`src/rtl/boost_gov_pkg.sv`:
```
// Shared types and per-channel presets of the boost governor.
// Assumes channel indices wrap modulo the number of presets.
package boost_gov_pkg;

    typedef enum logic [1:0] {
        EV_NONE  = 2'd0,
        EV_UPPER = 2'd1,
        EV_LOWER = 2'd2,
        EV_RSVD  = 2'd3
    } ev_kind_t;

    typedef struct packed {
        logic [15:0] up_c;
        logic [15:0] dn_c;
        logic [15:0] up_t;
        logic [15:0] dn_t;
        logic [15:0] sust;
        logic [31:0] dep;
    } chan_cfg_t;

    // Preset coefficients of one channel; sust is 10000/up_t.
    function automatic chan_cfg_t chan_cfg(input logic ch);
        chan_cfg_t c;
        if (ch) begin
            c.up_c = 16'd800;  c.dn_c = 16'd90;
            c.up_t = 16'd27;   c.dn_t = 16'd10;
            c.sust = 16'(10000 / 27);
            c.dep  = 32'd50000;
        end else begin
            c.up_c = 16'd200;  c.dn_c = 16'd50;
            c.up_t = 16'd60;   c.dn_t = 16'd40;
            c.sust = 16'(10000 / 60);
            c.dep  = 32'd0;
        end
        return c;
    endfunction

endpackage

```
`src/rtl/boost_div_seq.sv`:
```
// Restoring radix-2 unsigned divider, one quotient bit per cycle.
// Assumes a nonzero divisor; done pulses one cycle after the last bit.
module boost_div_seq #(
    parameter int DW = 48,
    parameter int VW = 16
) (
    input  logic          clk,
    input  logic          rst_n,
    input  logic          start,
    input  logic [DW-1:0] dividend,
    input  logic [VW-1:0] divisor,
    output logic          done,
    output logic [DW-1:0] quotient
);
    localparam int CNTW = $clog2(DW + 1);

    logic [DW-1:0]   quo_q;
    logic [VW-1:0]   rem_q;
    logic [CNTW-1:0] cnt_q;
    logic            run_q;
    logic            done_q;
    logic [VW:0]     trial;
    logic [VW:0]     diff;
    logic            ge;

    // Trial subtraction of the divisor from the shifted partial remainder.
    always_comb begin
        trial = {rem_q, quo_q[DW-1]};
        diff  = trial - {1'b0, divisor};
        ge    = (trial >= {1'b0, divisor});
    end

    // Iteration state: load on start, then shift one bit per cycle.
    always_ff @(posedge clk) begin
        if (!rst_n) begin
            quo_q  <= '0;
            rem_q  <= '0;
            cnt_q  <= '0;
            run_q  <= 1'b0;
            done_q <= 1'b0;
        end else begin
            done_q <= 1'b0;
            if (start) begin
                quo_q <= dividend;
                rem_q <= '0;
                cnt_q <= CNTW'(DW);
                run_q <= 1'b1;
            end else if (run_q) begin
                quo_q <= {quo_q[DW-2:0], ge};
                rem_q <= ge ? diff[VW-1:0] : trial[VW-1:0];
                cnt_q <= cnt_q - 1'b1;
                if (cnt_q == CNTW'(1)) begin
                    run_q  <= 1'b0;
                    done_q <= 1'b1;
                end
            end
        end
    end

    assign done     = done_q;
    assign quotient = quo_q;
endmodule

```
`src/rtl/boost_floor_lut.sv`:
```
// CPU-derived floor: descending threshold search, capped at the maximum.
// Assumes frequencies in kHz.
module boost_floor_lut #(
    parameter int FW = 32
) (
    input  logic [FW-1:0] cpu_khz,
    input  logic [FW-1:0] max_khz,
    output logic [FW-1:0] floor_khz
);
    logic [FW-1:0] raw;

    // First entry whose CPU threshold is at or below the CPU frequency.
    always_comb begin
        if      (cpu_khz >= FW'(1400000)) raw = max_khz;
        else if (cpu_khz >= FW'(1200000)) raw = FW'(750000);
        else if (cpu_khz >= FW'(1100000)) raw = FW'(600000);
        else if (cpu_khz >= FW'(1000000)) raw = FW'(500000);
        else if (cpu_khz >= FW'(800000))  raw = FW'(375000);
        else if (cpu_khz >= FW'(500000))  raw = FW'(200000);
        else if (cpu_khz >= FW'(250000))  raw = FW'(100000);
        else                               raw = '0;
        floor_khz = (raw >= max_khz) ? max_khz : raw;
    end
endmodule

```
`src/rtl/boost_rule.sv`:
```
// Boost growth/decay clamps and arm-bit decisions for one event.
// Assumes scaled = boost*coeff/100 for the coefficient of the event kind.
module boost_rule
    import boost_gov_pkg::*;
#(
    parameter int FW   = 32,
    parameter int DW   = 48,
    parameter int STEP = 16000
) (
    input  ev_kind_t      kind,
    input  logic [DW-1:0] scaled,
    input  logic [FW-1:0] boost_in,
    input  logic [FW-1:0] max_khz,
    input  logic          arm_a_in,
    input  logic          arm_b_in,
    input  logic [FW-1:0] dep,
    input  logic [FW-1:0] avg,
    output logic [FW-1:0] boost_new,
    output logic          arm_a,
    output logic          arm_b
);
    localparam int HALF = STEP / 2;

    logic [DW-1:0] grown;

    // Apply the event, then the dependency override of the lower arm.
    always_comb begin
        grown     = scaled + DW'(STEP);
        boost_new = boost_in;
        arm_a     = arm_a_in;
        arm_b     = arm_b_in;
        case (kind)
            EV_UPPER: begin
                arm_b = 1'b1;
                if (grown >= DW'(max_khz)) begin
                    boost_new = max_khz;
                    arm_a     = 1'b0;
                end else begin
                    boost_new = FW'(grown);
                    arm_a     = 1'b1;
                end
            end
            EV_LOWER: begin
                arm_a = 1'b1;
                if (scaled < DW'(HALF)) begin
                    boost_new = '0;
                    arm_b     = 1'b0;
                end else begin
                    boost_new = FW'(scaled);
                    arm_b     = 1'b1;
                end
            end
            default: ;
        endcase
        if (dep != '0) begin
            if (avg >= dep)             arm_b = 1'b1;
            else if (boost_new == '0)   arm_b = 1'b0;
        end
    end
endmodule

```
`src/rtl/boost_gov.sv`:
```
// Boost governor top: latches an event, runs six divisions on a shared
// sequential divider, then updates channel state and all outputs at once.
// Assumes inputs stay meaningful only at the accepting cycle (latched).
module boost_gov
    import boost_gov_pkg::*;
#(
    parameter int NCH         = 2,
    parameter int FW          = 32,
    parameter int DW          = 48,
    parameter int VW          = 16,
    parameter int PERIOD      = 12,
    parameter int STEP        = 16000,
    parameter int BAND_PERMIL = 6
) (
    input  logic          clk,
    input  logic          rst_n,
    input  logic          ev_valid,
    input  logic          ev_chan,
    input  logic [1:0]    ev_kind,
    input  logic [FW-1:0] avg_count,
    input  logic [FW-1:0] cur_khz,
    input  logic [FW-1:0] max_khz,
    input  logic [FW-1:0] cpu_khz,
    output logic          busy,
    output logic          done,
    output logic [FW-1:0] boost_out,
    output logic          arm_above,
    output logic          arm_below,
    output logic [FW-1:0] wm_hi,
    output logic [FW-1:0] wm_lo,
    output logic [FW-1:0] avg_wm_hi,
    output logic [FW-1:0] avg_wm_lo,
    output logic [FW-1:0] chan_target,
    output logic [FW-1:0] req_khz
);
    localparam int NOPS = 6;
    localparam int OPW  = $clog2(NOPS);

    typedef enum logic [1:0] {S_IDLE, S_LOAD, S_RUN, S_FIN} state_t;

    state_t        state_q;
    logic [OPW-1:0] op_q;
    logic          ch_q;
    logic [1:0]    kind_q;
    logic [FW-1:0] avg_q, cur_q, max_q, cpu_q;
    logic [DW-1:0] res_q [NOPS];
    logic          done_q;

    logic [FW-1:0] boost_q [NCH];
    logic          arm_a_q [NCH];
    logic          arm_b_q [NCH];
    logic [FW-1:0] tgt_q   [NCH];

    chan_cfg_t     cfg;
    logic [DW-1:0] dvd;
    logic [VW-1:0] dvs;
    logic          div_done;
    logic [DW-1:0] quo;
    logic [FW-1:0] floor_khz;
    logic [FW-1:0] boost_new;
    logic          arm_a_new, arm_b_new;
    logic [FW-1:0] band, avg_top, tgt_new;
    logic [DW-1:0] tgt_sum;

    assign cfg = chan_cfg(ch_q);

    // Operand selection for the division step in progress.
    always_comb begin
        dvd = '0;
        dvs = VW'(100);
        case (op_q)
            OPW'(0): dvd = DW'(boost_q[ch_q]) *
                           DW'((kind_q == EV_UPPER) ? cfg.up_c : cfg.dn_c);
            OPW'(1): begin dvd = DW'(avg_q); dvs = VW'(PERIOD); end
            OPW'(2): dvd = res_q[1] * DW'(cfg.sust);
            OPW'(3): dvd = DW'(cur_q) * DW'(PERIOD) * DW'(cfg.up_t);
            OPW'(4): dvd = DW'(cur_q) * DW'(PERIOD) * DW'(cfg.dn_t);
            default: begin dvd = DW'(max_q) * DW'(BAND_PERMIL); dvs = VW'(1000); end
        endcase
    end

    boost_div_seq #(.DW(DW), .VW(VW)) div_i (
        .clk      (clk),
        .rst_n    (rst_n),
        .start    (state_q == S_LOAD),
        .dividend (dvd),
        .divisor  (dvs),
        .done     (div_done),
        .quotient (quo)
    );

    boost_floor_lut #(.FW(FW)) floor_i (
        .cpu_khz   (cpu_q),
        .max_khz   (max_q),
        .floor_khz (floor_khz)
    );

    boost_rule #(.FW(FW), .DW(DW), .STEP(STEP)) rule_i (
        .kind      (ev_kind_t'(kind_q)),
        .scaled    (res_q[0]),
        .boost_in  (boost_q[ch_q]),
        .max_khz   (max_q),
        .arm_a_in  (arm_a_q[ch_q]),
        .arm_b_in  (arm_b_q[ch_q]),
        .dep       (cfg.dep),
        .avg       (avg_q),
        .boost_new (boost_new),
        .arm_a     (arm_a_new),
        .arm_b     (arm_b_new)
    );

    // Final combination: band, average marks, target with optional floor.
    always_comb begin
        band    = FW'(res_q[5]) * FW'(PERIOD);
        avg_top = (avg_q > band) ? avg_q : band;
        tgt_sum = res_q[2] + DW'(boost_new);
        tgt_new = FW'(tgt_sum);
        if (cfg.dep != '0 && avg_q >= cfg.dep && floor_khz > tgt_new)
            tgt_new = floor_khz;
    end

    // Sequencer: accept when idle, step through divisions, finish.
    always_ff @(posedge clk) begin
        if (!rst_n) begin
            state_q <= S_IDLE;
            op_q    <= '0;
            ch_q    <= 1'b0;
            kind_q  <= '0;
            avg_q   <= '0;
            cur_q   <= '0;
            max_q   <= '0;
            cpu_q   <= '0;
            done_q  <= 1'b0;
            for (int i = 0; i < NOPS; i++) res_q[i] <= '0;
        end else begin
            done_q <= (state_q == S_FIN);
            case (state_q)
                S_IDLE: if (ev_valid) begin
                    ch_q    <= ev_chan;
                    kind_q  <= ev_kind;
                    avg_q   <= avg_count;
                    cur_q   <= cur_khz;
                    max_q   <= max_khz;
                    cpu_q   <= cpu_khz;
                    op_q    <= '0;
                    state_q <= S_LOAD;
                end
                S_LOAD: state_q <= S_RUN;
                S_RUN: if (div_done) begin
                    res_q[op_q] <= quo;
                    if (op_q == OPW'(NOPS - 1)) state_q <= S_FIN;
                    else begin
                        op_q    <= op_q + 1'b1;
                        state_q <= S_LOAD;
                    end
                end
                default: state_q <= S_IDLE;
            endcase
        end
    end

    // Result registers presented with the done strobe.
    always_ff @(posedge clk) begin
        if (!rst_n) begin
            boost_out   <= '0;
            arm_above   <= 1'b0;
            arm_below   <= 1'b0;
            wm_hi       <= '0;
            wm_lo       <= '0;
            avg_wm_hi   <= '0;
            avg_wm_lo   <= '0;
            chan_target <= '0;
        end else if (state_q == S_FIN) begin
            boost_out   <= boost_new;
            arm_above   <= arm_a_new;
            arm_below   <= arm_b_new;
            wm_hi       <= FW'(res_q[3]);
            wm_lo       <= FW'(res_q[4]);
            avg_wm_hi   <= avg_q + band;
            avg_wm_lo   <= avg_top - band;
            chan_target <= tgt_new;
        end
    end

    // Per-channel state, written only for the processed channel.
    for (genvar c = 0; c < NCH; c++) begin : g_chan
        always_ff @(posedge clk) begin
            if (!rst_n) begin
                boost_q[c] <= '0;
                arm_a_q[c] <= 1'b1;
                arm_b_q[c] <= 1'b1;
                tgt_q[c]   <= '0;
            end else if (state_q == S_FIN && ch_q == 1'(c)) begin
                boost_q[c] <= boost_new;
                arm_a_q[c] <= arm_a_new;
                arm_b_q[c] <= arm_b_new;
                tgt_q[c]   <= tgt_new;
            end
        end
    end

    // Request is the largest stored channel target.
    always_comb begin
        req_khz = '0;
        for (int i = 0; i < NCH; i++)
            if (tgt_q[i] > req_khz) req_khz = tgt_q[i];
    end

    assign busy = (state_q != S_IDLE);
    assign done = done_q;
endmodule

```
`config.mk`:
```
export PLATFORM = sky130hd
export DESIGN_NAME = boost_gov
export DESIGN_NICKNAME = d
export VERILOG_FILES = /design/src/rtl/boost_gov_pkg.sv /design/src/rtl/boost_div_seq.sv /design/src/rtl/boost_floor_lut.sv /design/src/rtl/boost_rule.sv /design/src/rtl/boost_gov.sv
export SDC_FILE = /design/constraint.sdc
export NUM_CORES = 2
export LEC_CHECK = 0
export BUFFER_PORTS_ARGS = -buffer_cell sky130_fd_sc_hd__buf_4
export CAP_MARGIN = 10
export CELL_PAD_IN_SITES_DETAIL_PLACEMENT = 1
export CELL_PAD_IN_SITES_GLOBAL_PLACEMENT = 1
export CORE_ASPECT_RATIO = 1.5
export CORE_MARGIN = 5
export CORE_UTILIZATION = 25
export CTS_CLUSTER_DIAMETER = 60
export DETAILED_ROUTE_END_ITERATION = 7
export PLACE_DENSITY = 0.45
export SYNTH_ARGS = -nofsm -noshare
export SYNTH_HDL_FRONTEND = slang
export SYNTH_HIERARCHICAL = 1
export SYNTH_SLANG_ARGS = --single-unit
```
`constraint.sdc`:
```
create_clock -name clk -period 8.35 [get_ports clk]
set_input_delay 0.835 -clock clk [delete_from_list [all_inputs] [get_ports clk]]
set_output_delay 0.835 -clock clk [all_outputs]
set_load 0.05 [all_outputs]
```
Yosys cells after proc, flatten, opt, wreduce, memory -nomap -nowiden
Memory sizes are Yosys's and may differ from the RTL's. A register that Yosys moved wholly into a read port is not among the register bits.
Index checks and enable logic that the tools add are counted.
Cells by class
  add/sub/neg operators: 7
  multipliers: 7
  $lt $le $gt $ge: 16
  equal/unequal tests: 14
  mux-type cells: 71
  bitwise gates (word level): 11
  reduce and logical (&&, ||, !) cells: 20
Operators by type and width (number)
  $mux W32: 17
  $pmux W48 S5: 1
  $mux W48: 3
  $mux W106: 1
  $ge A32 B21 Y1 const B: 3
  $gt A32 B32 Y1: 3
  $mul A34 B16 Y46: 2
  $mul A32 B2 Y34 const B: 2
  $add A32 B32 Y32: 2
  $ge A32 B20 Y1 const B: 2
  $ge A32 B32 Y1: 2
  $pmux W32 S2: 1
  $add A48 B14 Y48 const B: 1
  $ge A48 B32 Y1: 1
  $lt A48 B13 Y1 const B: 1
  $mul A32 B16 Y48: 1
  $mul A48 B16 Y48: 1
  $reduce_or A48 Y1: 1
  $ge A32 B18 Y1 const B: 1
  $ge A32 B19 Y1 const B: 1
  $gt A32 B1 Y1 const B: 1
  $logic_not A32 Y1: 1
  $mul A32 B2 Y30 const B: 1
  $mux W16: 2
  35 further kinds: 94
Storage, ports and cells
  flip-flop bits (word level): 339
  memory bits (writable): 420
  input port bits: 134
  output and inout port bits: 228
  logic and storage cells: 172
  memories: 5
Memories
  res_q: depth 6, width 48, rd ports 6, clocked after memory_dff 2, wr ports 6, line boost_gov.sv:46  | logic [DW-1:0] res_q [NOPS];
  boost_q: depth 2, width 32, rd ports 1, clocked after memory_dff 1, wr ports 2, line boost_gov.sv:49  | logic [FW-1:0] boost_q [NCH];
  tgt_q: depth 2, width 32, rd ports 2, clocked after memory_dff 0, wr ports 2, line boost_gov.sv:52  | logic [FW-1:0] tgt_q [NCH];
  arm_a_q: depth 2, width 1, rd ports 1, clocked after memory_dff 1, wr ports 2, line boost_gov.sv:50  | logic arm_a_q [NCH];
  arm_b_q: depth 2, width 1, rd ports 1, clocked after memory_dff 1, wr ports 2, line boost_gov.sv:51  | logic arm_b_q [NCH];

Longest topological paths before layout
  depth in word-level cells: 14
  mapped depth: 41
  mapped depth without buffers: 38

Cells and area by module
The synthesis kept the hierarchy.
Modules (own cells, without submodules)
  boost_gov: instances 1, cells an instance 7566, area an instance 69542.9 um2, sequential area each 17246.5 um2
  boost_div_seq: instances 1, cells an instance 525, area an instance 4220.3 um2, sequential area each 1441.4 um2
  boost_rule: instances 1, cells an instance 583, area an instance 3891.2 um2, sequential area each 0.0 um2
  boost_floor_lut: instances 1, cells an instance 210, area an instance 1446.4 um2, sequential area each 0.0 um2

Worst setup path before layout
OpenSTA, ideal clock, no wires.
  kind: reg-to-reg
  start point: memory res_q[0][10]
  end point: memory tgt_q[0][1] (data pin)
  setup time: 0.265 ns
  arrival: 8.018 ns
  data required time: 8.085 ns
  path slack: 0.067 ns
  cell stages (with the launch flop): 40
  buffers on the path: 3
  period minus slack after synthesis: 8.283 ns
  cell sequence: edfxtp_1 > or4_4 > a211oi_4 > nor2_1 > and4_1 > xor2_1 > ha_1 > nand4_1 > o221ai_1 > o21ai_0 > o211a_1 > o211ai_1 > nor4_4 > buf_6 > a21oi_1 > o221a_2 > a21oi_1 > ha_1 > [4 not listed] > a21oi_1 > or4_1 > a21oi_1 > o21ai_0 > nor4b_1 > a2111oi_1 > ha_1 > nand4_1 > nor2_1 > a211o_1 > a211oi_1 > nor2_1 > o21ai_1 > a41oi_1 > clkbuf_1 > clkbuf_1 > a21oi_1 > nor2_1
RTL lines (line)
  start, declared: boost_gov.sv:46
  end, declared: boost_gov.sv:52

==> flow_summary_export.csv <==
group,metric,value,unit
run_status,status,"finished with violations",
run_status,violations,"negative setup slack",
worst_hold_path,hp-start,"avg_count[25]",
die,fp.dieH,699,um
setup_path,max_stage_delay,0.57,ns
pwr,power_leakage,45.6,nW
global_routing,grt_pass1_vias,76594,
placed_design,hpwl,298000,um
yosys,syn-cell-area,79100,sq um
timing,fin_crit_sh,101,%
yosys,synth_warnings,6,
route,drt-pass1-iter-count,6,
timing,rsz0062_at_grt,"true",
yosys,synth-edff-count,353,
route,drt_iter0_drc,2909,
setup_path,critPathTopFamily,"compound AO/OA/AOI/OAI gates",
setup_path,endpoint,"tgt_q[1][17]",
yosys,seq_area_frac_synth,23.6,%
setup_path,rrSetupSlack,-0.07,ns
final_layout,final-seq-area,18700,sq um
timing,relSlewSlack,13.3,%
global_routing,gr-usage-all-layers,21.2,%
setup_path,r2r_start,"res_q[0][10]",
final_layout,drive_above_1_share,18.3,%
yosys,ys_ff_latch,757,
worst_hold_path,hold_path.class,"input pin to flop",
setup_path,reg2reg_to,"tgt_q[1][17]",
final_layout,final_cells,14259,
yosys,synthArstFlopShare,0,%
timing,finalMaxSlewViolations,0,
clock_tree,clkTransAtPathRegs,0.06,ns
timing,setup-violations-final,33,
setup_path,startpoint_type,"flop",
placed_design,io_buffers,361,
route,wl,359000,um
pwr,power_density,229,nW/um^2
die,start_util,25.0,%
final_layout,multiInputGateArea,58000,sq um
setup_path,crit_arrival,8.89,ns
setup_path,path_common_cell,"a21oi_2",
yosys,syn_avg_cell_area,8.90,sq um
placed_design,placed_cells,13991,
setup_path,cp_num_buf_inv,8,
final_layout,fin_nets,11773,
route,vias_per_cell,4.89,
global_routing,antenna_found_initial,29,
timing,fmax,0.119,GHz
final_layout,design_area,98300,sq um
setup_path,cp.required,8.82,ns
timing,hold_ws,0.320,ns
timing,setup_ws,-0.0729,ns
clock_tree,tritoncts,"yes",
die,rows,253,
clock_tree,insertion_delay,0.77,ns
route,drc,0,
clock_tree,cts.htree.levels,3,
timing,finalClockSkew,0.0887,ns
final_layout,fin_util,31.1,%
route,num_vias,69718,
timing,worstMarginPinSlew,1.30,ns
setup_path,crit_cells,43,
yosys,synth_cell_types,110,
clock_tree,postCtsHoldBufs,0,
yosys,synthFlopType,"dfxtp_1",
global_routing,grt_overflow,0,
clock_tree,cts-root-buf,"clkbuf_16",
clock_tree,clk_path_buf_depth,3,
final_layout,areaGrowthSynthToFinish,24.2,%
route,post_drt_wl_per_cell,25.2,um
setup_path,cp_max_fo,6,
setup_path,cp_slowest_cell,"or4_4",
setup_path,worstSetupPathType,"flop to flop",
die,die-area,328000,sq um
placed_design,place_area,92300,sq um
setup_path,reg2reg_depth,43,
placed_design,place.gp.congestion,0.916,
clock_tree,cts_sinks,757,
timing,hold_violations,0,
route,ant_nets,0,
pwr,vdd_ir_drop_max,0.187,mV
run,maxCapViolCount,0,
setup_path,crit_start,"res_q[0][10]",
clock_tree,cts_buffers,98,
global_routing,grt_pass1_wl,522000,um
global_routing,grt_max_degree,107,
die,num_io_pins,362,
die,coreArea,316000,sq um
die,die_x,469,um
yosys,synth_cells,8884,
final_layout,fillers,36821,
timing,layout_min_cycle_time,8.42,ns
setup_path,cp-end-kind,"flop",
worst min-delay path by stage:
stage | end | cells past startpoint
after global routing | avg_q[4] | 3
final | avg_q[25] | 3
after global placement | avg_wm_lo[26] | 2
after floorplan | cpu_q[14] | 2
after CTS | avg_q[4] | 3
after detailed placement | avg_wm_hi[19] | 2
metrics by stage:
| stage | TNS, ns | total power (W) | setup slack (ns) |
|---|---|---|---|
| final | -0.868 | 0.0225 | -0.0729 |
| after floorplan | 0 | 0.0119 | 0.0668 |
| after global routing | -25.79 | 0.0242 | -0.382 |
| after global placement | -66.95 | 0.0177 | -0.815 |
| after detailed placement | -66.23 | 0.0177 | -0.765 |
| after CTS | -0.710 | 0.0225 | -0.0548 |
cell usage after synthesis, types with 77 or more instances:
library cell  number  area (sq um)
a21o_1           209          1570
a21oi_1          687          3440
xor2_1           110           963
nor2b_1          135           845
a211oi_1          77           578
dfxtp_1          404          8090
o21a_1            90           676
nand2_1          973          3650
and2_1           536          3350
edfxtp_1         353         10600
mux2i_1           92           921
nand4_1          114           713
fa_1             544         10900
inv_1            897          3370
ha_1            1153         14400
o21ai_0          371          1860
clkbuf_1         316          1190
nor3_1           106           531
nor2_1           417          1570
xnor2_1          184          1610
nand3_1          144           721
layout by cell type (no fill, tap or decap), drive strengths merged, types with 131 or more instances in the layout:
cell and n:
nor2b 135, inv 917, and2 536, nor2 418, xnor2 184, nand3 144
clkbuf 131, ha 1153, buf 1203, edfxtp 353, o21ai 390, a21oi 688
fa 544, nand2 974, a21o 209, dfxtp 404
cell families (layout without fill, tap and decap cells):
| logic type | Yosys count | count (layout) | synth area share, % |
|---|---|---|---|
| AND/OR/NAND/NOR | 2761 | 2761 | 17.4 |
| multiplexers | 142 | 142 | 1.89 |
| buffers and inverters | 1249 | 2292 | 5.99 |
| other | 1 | 126 | 0.00474 |
| adder cells (fa/ha/maj) | 1697 | 1697 | 32.0 |
| AO/OA/AOI/OAI | 1983 | 1983 | 15.9 |
| XOR/XNOR | 294 | 294 | 3.26 |
| flip-flops | 757 | 757 | 23.6 |
final cells by class:
| cell class | instances | area share (%) |
|---|---|---|
| antenna | 25 | 0.0637 |
| tap | 4207 | 5.36 |
| clock inverter | 59 | 0.675 |
| timing repair buffer | 1208 | 9.64 |
| inverter | 899 | 3.45 |
| sequential | 757 | 19.0 |
| clock buffer | 126 | 2.77 |
| multi-input combinational | 6978 | 59.0 |
state kept, by name, summed over array words and instances (netlist names), 3 cells and up, named ones only:
signal,count
op_q,3
cur_q,32
cpu_q,32
boost_out,32
boost_q,64
div_i/rem_q,16
div_i/quotient,48
avg_wm_hi,32
wm_hi,32
res_q,221
avg_q,32
max_q,32
avg_wm_lo,32
div_i/cnt_q,6
wm_lo,32
chan_target,32
tgt_q,64
per-layer routing:
layer,GRT usage [%],up-vias,routed length [um],part of all wire [%]
li1,-,32892,-,-
met1,23.2,35132,137000,38
met2,40.5,1178,190000,53
met3,1.82,514,9570,2.7
met4,11.1,2,23300,6.5
met5,0,-,13,0.0036
timing repair:
item / 4_1_cts / 5_1_grt
pin swaps: 41 / 178
endpoints found under the setup margin: 114 / 130
gates resized for setup: 110 / 296
endpoints found under the hold margin: 0 / 0
cloned: 3 / 6
setup buffers: 19 / 30
worst reg2reg max path: cells and delay by family (launching register included):
family / cells / cell delay [ns]
xor+xnor: 1 / 0.17
flops: 1 / 0.41
buf+inv: 8 / 1.26
simple gates: 15 / 2.44
fa+ha+maj: 4 / 1.17
compound gates: 15 / 2.74
where the power goes:
part	switching (W)	internal (W)	leakage, nW
combinational	0.00813	0.00550	37.1
sequential	0.000338	0.00404	6.92
clock	0.00197	0.00251	1.65
total	0.0104	0.0121	45.6
No activity file was read; power rests on OpenSTA's default activity.
